===== config.mk =====
export PLATFORM = sky130hd
export DESIGN_NAME = dma_regfile
export DESIGN_NICKNAME = d
export VERILOG_FILES = /design/src/rtl/dma_regs_pkg.sv /design/src/rtl/dma_port_decode.sv /design/src/rtl/dma_chan.sv /design/src/rtl/dma_regfile.sv
export SDC_FILE = /design/constraint.sdc
export NUM_CORES = 1
export LEC_CHECK = 0
export BUFFER_PORTS_ARGS = -buffer_cell sky130_fd_sc_hd__buf_2
export CAP_MARGIN = 20
export CORE_ASPECT_RATIO = 1.2
export CORE_MARGIN = 4
export CORE_UTILIZATION = 35
export CTS_CLUSTER_SIZE = 28
export DETAILED_ROUTE_END_ITERATION = 10
export GPL_ROUTABILITY_DRIVEN = 0
export PLACE_DENSITY = 0.54
export SYNTH_ARGS = -nofsm -noshare
export SYNTH_HDL_FRONTEND = slang
export SYNTH_HIERARCHICAL = 1
export SYNTH_SLANG_ARGS = --single-unit
export TNS_END_PERCENT = 10

===== constraint.sdc =====
create_clock -name clk -period 2 [get_ports clk]
set_clock_uncertainty 0.2 [all_clocks]
set_input_delay 0.1 -clock clk [delete_from_list [all_inputs] [get_ports clk]]
set_output_delay 0.1 -clock clk [all_outputs]
set_load 0.02 [all_outputs]

===== src/rtl/dma_regs_pkg.sv =====
package dma_regs_pkg;

  // Port kind carried in reg_sel[3:2]
  typedef enum logic [1:0] {
    KIND_CTRL  = 2'd0,
    KIND_ADDR  = 2'd1,
    KIND_COUNT = 2'd2,
    KIND_PAGE  = 2'd3
  } port_kind_e;

  // Control codes carried in reg_sel[1:0] when the kind is KIND_CTRL
  localparam logic [1:0] CTRL_MASK  = 2'd0;
  localparam logic [1:0] CTRL_MODE  = 2'd1;
  localparam logic [1:0] CTRL_CLEAR = 2'd2;

  // Field positions inside host bytes
  localparam int MASK_BIT      = 2;
  localparam int MODE_LSB      = 2;
  localparam int MODE_W        = 6;
  localparam int MODE_AUTO_BIT = 2;  // position inside the stored mode field

  // Per-channel load strobes from the decoder
  typedef struct packed {
    logic addr_lo;
    logic addr_hi;
    logic cnt_lo;
    logic cnt_hi;
    logic page;
    logic mode;
    logic mask_set;
    logic mask_clr;
  } chan_wr_t;

endpackage


===== src/rtl/dma_port_decode.sv =====
module dma_port_decode
  import dma_regs_pkg::*;
#(
  parameter int NCH = 4,
  localparam int CHW = $clog2(NCH)
) (
  input  logic       clk,
  input  logic       rst_n,
  input  logic       we,
  input  logic [3:0] sel,
  input  logic [7:0] wdata,
  output chan_wr_t   wr [NCH]
);

  port_kind_e kind;
  logic [1:0] code;
  logic       byte_hi_q;
  logic       byte_access;
  logic       ptr_clear;

  assign kind = port_kind_e'(sel[3:2]);
  assign code = sel[1:0];

  // Any address or count byte moves the shared pointer
  assign byte_access = we && (kind == KIND_ADDR || kind == KIND_COUNT);
  assign ptr_clear   = we && (kind == KIND_CTRL) && (code == CTRL_CLEAR);

  always_ff @(posedge clk) begin
    if (!rst_n) begin
      byte_hi_q <= 1'b0;
    end else if (ptr_clear) begin
      byte_hi_q <= 1'b0;
    end else if (byte_access) begin
      byte_hi_q <= ~byte_hi_q;
    end
  end

  for (genvar c = 0; c < NCH; c++) begin : g_dec
    logic port_hit;
    logic data_hit;
    assign port_hit = (code[CHW-1:0] == CHW'(c));
    assign data_hit = (wdata[CHW-1:0] == CHW'(c));

    always_comb begin
      wr[c] = '0;
      if (we) begin
        unique case (kind)
          KIND_ADDR: begin
            wr[c].addr_lo = port_hit && !byte_hi_q;
            wr[c].addr_hi = port_hit &&  byte_hi_q;
          end
          KIND_COUNT: begin
            wr[c].cnt_lo = port_hit && !byte_hi_q;
            wr[c].cnt_hi = port_hit &&  byte_hi_q;
          end
          KIND_PAGE: begin
            wr[c].page = port_hit;
          end
          KIND_CTRL: begin
            if (code == CTRL_MASK) begin
              wr[c].mask_set = data_hit &&  wdata[MASK_BIT];
              wr[c].mask_clr = data_hit && !wdata[MASK_BIT];
            end else if (code == CTRL_MODE) begin
              wr[c].mode = data_hit;
            end
          end
          default: ;
        endcase
      end
    end
  end

endmodule


===== src/rtl/dma_chan.sv =====
module dma_chan
  import dma_regs_pkg::*;
#(
  parameter int AW = 16,
  parameter int CW = 16,
  parameter int PW = 8
) (
  input  logic              clk,
  input  logic              rst_n,
  input  chan_wr_t          wr,
  input  logic [7:0]        wdata,
  input  logic              ack,
  output logic [PW+AW-1:0]  addr,
  output logic [CW-1:0]     count,
  output logic [MODE_W-1:0] mode,
  output logic              masked,
  output logic              tc
);

  logic [AW-1:0]     base_addr_q, cur_addr_q, base_addr_n, cur_addr_n;
  logic [CW-1:0]     base_cnt_q,  cur_cnt_q,  base_cnt_n,  cur_cnt_n;
  logic [PW-1:0]     page_q;
  logic [MODE_W-1:0] mode_q;
  logic              mask_q, mask_n;
  logic              step, term, auto_init;

  assign auto_init = mode_q[MODE_AUTO_BIT];
  assign step      = ack && !mask_q;
  assign term      = step && (cur_cnt_q == '0);

  always_comb begin
    base_addr_n = base_addr_q;
    base_cnt_n  = base_cnt_q;
    cur_addr_n  = cur_addr_q;
    cur_cnt_n   = cur_cnt_q;
    mask_n      = mask_q;

    // Transfer stepping
    if (step) begin
      cur_addr_n = cur_addr_q + AW'(1);
      cur_cnt_n  = cur_cnt_q - CW'(1);
      if (term) begin
        if (auto_init) begin
          cur_addr_n = base_addr_q;
          cur_cnt_n  = base_cnt_q;
        end else begin
          mask_n = 1'b1;
        end
      end
    end

    // Host writes take priority; base and current are written together
    if (wr.addr_lo) base_addr_n[7:0]    = wdata;
    if (wr.addr_hi) base_addr_n[AW-1:8] = wdata[AW-9:0];
    if (wr.addr_lo || wr.addr_hi) cur_addr_n = base_addr_n;

    if (wr.cnt_lo) base_cnt_n[7:0]    = wdata;
    if (wr.cnt_hi) base_cnt_n[CW-1:8] = wdata[CW-9:0];
    if (wr.cnt_lo || wr.cnt_hi) cur_cnt_n = base_cnt_n;

    if (wr.mask_set) mask_n = 1'b1;
    if (wr.mask_clr) mask_n = 1'b0;
  end

  always_ff @(posedge clk) begin
    if (!rst_n) begin
      base_addr_q <= '0;
      cur_addr_q  <= '0;
      base_cnt_q  <= '0;
      cur_cnt_q   <= '0;
      page_q      <= '0;
      mode_q      <= '0;
      mask_q      <= 1'b1;
      tc          <= 1'b0;
    end else begin
      base_addr_q <= base_addr_n;
      cur_addr_q  <= cur_addr_n;
      base_cnt_q  <= base_cnt_n;
      cur_cnt_q   <= cur_cnt_n;
      mask_q      <= mask_n;
      tc          <= term;
      if (wr.page) page_q <= wdata[PW-1:0];
      if (wr.mode) mode_q <= wdata[MODE_LSB +: MODE_W];
    end
  end

  assign addr   = {page_q, cur_addr_q};
  assign count  = cur_cnt_q;
  assign mode   = mode_q;
  assign masked = mask_q;

endmodule


===== src/rtl/dma_regfile.sv =====
module dma_regfile
  import dma_regs_pkg::*;
#(
  parameter int NCH = 4,
  parameter int AW  = 16,
  parameter int CW  = 16,
  parameter int PW  = 8,
  localparam int CHW = $clog2(NCH),
  localparam int XW  = PW + AW
) (
  input  logic                  clk,
  input  logic                  rst_n,
  input  logic                  reg_we,
  input  logic [3:0]            reg_sel,
  input  logic [7:0]            reg_wdata,
  input  logic [NCH-1:0]        dreq,
  input  logic                  ack_valid,
  input  logic [CHW-1:0]        ack_ch,
  output logic [NCH-1:0]        req_out,
  output logic [NCH*XW-1:0]     addr_out,
  output logic [NCH*CW-1:0]     count_out,
  output logic [NCH*MODE_W-1:0] mode_out,
  output logic [NCH-1:0]        mask_out,
  output logic [NCH-1:0]        tc_out
);

  chan_wr_t wr [NCH];

  dma_port_decode #(.NCH(NCH)) u_decode (
    .clk   (clk),
    .rst_n (rst_n),
    .we    (reg_we),
    .sel   (reg_sel),
    .wdata (reg_wdata),
    .wr    (wr)
  );

  for (genvar c = 0; c < NCH; c++) begin : g_chan
    logic chan_ack;
    assign chan_ack = ack_valid && (ack_ch == CHW'(c));

    dma_chan #(.AW(AW), .CW(CW), .PW(PW)) u_chan (
      .clk    (clk),
      .rst_n  (rst_n),
      .wr     (wr[c]),
      .wdata  (reg_wdata),
      .ack    (chan_ack),
      .addr   (addr_out[c*XW +: XW]),
      .count  (count_out[c*CW +: CW]),
      .mode   (mode_out[c*MODE_W +: MODE_W]),
      .masked (mask_out[c]),
      .tc     (tc_out[c])
    );
  end

  assign req_out = dreq & ~mask_out;

endmodule


==> results.yml <==
setup_path:
  cp.buffers_inverters: 2
  worstPathMaxFanout: 8
  critPathCaptureType: "flop"
  crit_type: "flop to flop"
  critPathArrivalTime_ns: 2.51
  worstPathRequired_ns: 2.30
  worst_setup_path_start_kind: "flop"
  slowest_delay_ns: 0.59
  path_cells: "or4_4 -> nor2_4 -> and3_4 -> nor4b_4 -> buf_4 -> clkbuf_16 -> a221o_1"
  critPathTopFamily: "simple AND/OR/NAND/NOR gates"
  cp_slowest_cell: "or4_4"
die:
  initial_core_util: 0.356
  die_h_um: 248
  rows: 87
  dieArea_sq_um: 51700
  die_x_um: 208
  core_area_sq_um: 47400
  ios: 218
clock_network:
  cts.sinks: 321
  ctsHtreeMaxLevel: 2
  clk_pin_slew_ns: 0.06
  cts_tree: "built"
  cts_root_buf: "clkbuf_16"
  clk_path_buf_depth: 3
  clk_latency_ns: 0.55
  cts_buffers: 38
routing:
  totalWireLength_um: 57400
  antenna_left: 0
  avgRoutedWirePerCell_um: 19.9
  drc: 0
  vias: 15880
  drt_iter0_drc: 1052
  first_pass_iters: 5
  avgViaCountPerCell: 5.50
placement:
  dpl_worst_slack_ns: -0.458
  hpwl_um: 37900
  port_buffers: 217
  dpl_cell_area_sq_um: 20500
min_path:
  hold_class: "primary input to flop"
synthesis:
  synth_largest_area_cell: "dfxtp_1"
  ys.flop_type: "dfxtp_1"
  syn-mean-instance-area_sq_um: 9.15
  synth_area_leaders: "dfxtp_1, mux2i_1, a221o_1"
  netlist_instances: 1841
  synth_edf_count: 0
  async_flop_share: 0
  yosysWarningCount: 6
  synth_seq_area_share: 0.381
  synth_commonest_cells: "dfxtp_1, nor2b_1, nor2_1"
  synthesis.area_sq_um: 16900
  synth_most_common_cell: "dfxtp_1"
  synthesis.nets: 1879
  synthDominantCellAreaShare: 0.381
  ys_seq_elements: 321
  yosysUniqueCellTypes: 40
power_and_ir_drop:
  finalPower_mw: 15.6
  powerDensity_nw_per_um2: 696
  irDropWorstVdd_mv: 0.459
  power_leakage_nw: 8.68
sta:
  hold_viol: 0
  rsz0062_at_grt: "yes"
  setup_viol: 129
  holdWs_ns: 0.0429
  period_needed_ns: 2.21
  worst_pin_slew_ns: 0.738
  slew_headroom: 0.508
  post-route-period-util: 1.11
  setup_ws_ns: -0.214
  fmax_mhz: 452
  report.final.slew_viol_count: 0
grt:
  grt_max_degree: 117
  grt_remaining_overflow: 0
  grt_pass1_wl_um: 89100
  antenna_found_initial: 5
  grt_pass1_vias: 15718
  use_met3: 0.0446
  grt_usage: 0.211
  busiest_layer: "met2"
  grt_util_met2: 0.362
  met1_usage: 0.267
status:
  outcome: "complete, but fails checks"
  violations: "setup timing"
final_layout:
  fin_area_sq_um: 22400
  layout.nets: 2271
  drive_gt1_frac: 0.289
  area_growth_pct: 32.9
  fin_util: 0.473
job:
  maxCapViolCount: 0
power breakdown:
group          switching, mW  leakage [nW]  internal [mW]  total (mW)
Combinational          0.817          5.40          0.645        1.46
Clock                   2.92         0.685           4.70        7.62
Sequential            0.0564          2.60           6.46        6.52
Total                   3.80          8.68           11.8        15.6
placed cells by master, fill, tap and decap left out, types with 15 or more instances in the layout:
| cell type | count |
|---|---|
| dfxtp_1 | 301 |
| nor2_1 | 181 |
| buf_2 | 216 |
| mux2i_1 | 184 |
| clkbuf_16 | 44 |
| inv_1 | 34 |
| nand2_1 | 32 |
| buf_6 | 15 |
| and4_1 | 17 |
| nand3_1 | 42 |
| o21ai_0 | 108 |
| a221oi_1 | 127 |
| a221o_1 | 128 |
| nor3_1 | 29 |
| nand4_1 | 16 |
| dfxtp_2 | 16 |
| buf_12 | 26 |
| xor2_1 | 37 |
| xnor2_1 | 75 |
| o21ai_1 | 24 |
| nor2b_1 | 192 |
| buf_4 | 237 |
| ha_1 | 15 |
sequential cells by signal, indices dropped and copies added, names as in the netlist:
| name | flops |
|---|---|
| g_chan.u_chan/tc | 4 |
| g_chan.u_chan/masked | 4 |
| g_chan.u_chan/page_q | 32 |
| g_chan.u_chan/count | 64 |
| u_decode/byte_hi_q | 1 |
| g_chan.u_chan/cur_addr_q | 64 |
| g_chan.u_chan/mode | 24 |
| g_chan.u_chan/base_cnt_q | 64 |
| g_chan.u_chan/base_addr_q | 64 |
worst min-delay path, delay by kind of cell:
kind          cells  cell delay (ns)
simple gates      3             0.19
buf+inv           2             0.30
mux               1             0.15
final cells by class:
| type | count | area, sq um |
|---|---|---|
| fill | 4582 | 25000 |
| multi-input combinational | 1327 | 9930 |
| sequential | 321 | 6460 |
| timing repair buffer | 507 | 3710 |
| clock buffer | 50 | 1110 |
| tap | 623 | 779 |
| clock inverter | 20 | 251 |
| inverter | 38 | 150 |
| antenna | 1 | 2.50 |
per-layer routing:
| layer | vias up | part of all wire |
|---|---|---|
| li1 | 7572 | - |
| met1 | 7691 | 0.43 |
| met2 | 504 | 0.48 |
| met3 | 107 | 0.060 |
| met4 | 6 | 0.029 |
| met5 | - | 0.00057 |
repair_timing:
action                                  CTS  global route
gates resized for setup                  37            42
endpoints found under the hold margin   180             0
hold buffers                             11             0
endpoints found under the setup margin  131           131
buffers inserted                          9             1
cloned                                    0             2
pin swaps                                67            28
worst paths after layout:
path         slack (ns)                               to                       startpoint  cells past startpoint
min reg2reg        0.31       g_chan[0].u_chan/count[14]  g_chan[0].u_chan/base_cnt_q[14]                      1
min                0.04       g_chan[2].u_chan/page_q[0]                       reg_sel[1]                      6
max reg2reg       -0.21  g_chan[3].u_chan/cur_addr_q[10]        g_chan[3].u_chan/count[3]                      7
max               -0.21  g_chan[3].u_chan/cur_addr_q[10]        g_chan[3].u_chan/count[3]                      7
per-stage QoR:
step | std cells | TNS (ns)
final | 2887 | -12.46
after global placement | 2793 | -30.33
after detailed placement | 2793 | -34.20
after global routing | 2887 | -22.74
after CTS | 2883 | -13.29
after floorplan | 1841 | -23.08
logic make-up after synthesis:
| family | after synthesis | share of synthesized area |
|---|---|---|
| simple gates | 626 | 0.211 |
| flops | 321 | 0.381 |
| xor+xnor | 112 | 0.0582 |
| compound gates | 389 | 0.182 |
| mux | 184 | 0.109 |
| fa+ha+maj | 16 | 0.0119 |
| buf+inv | 193 | 0.0463 |
No activity file was read; power rests on OpenSTA's default activity.
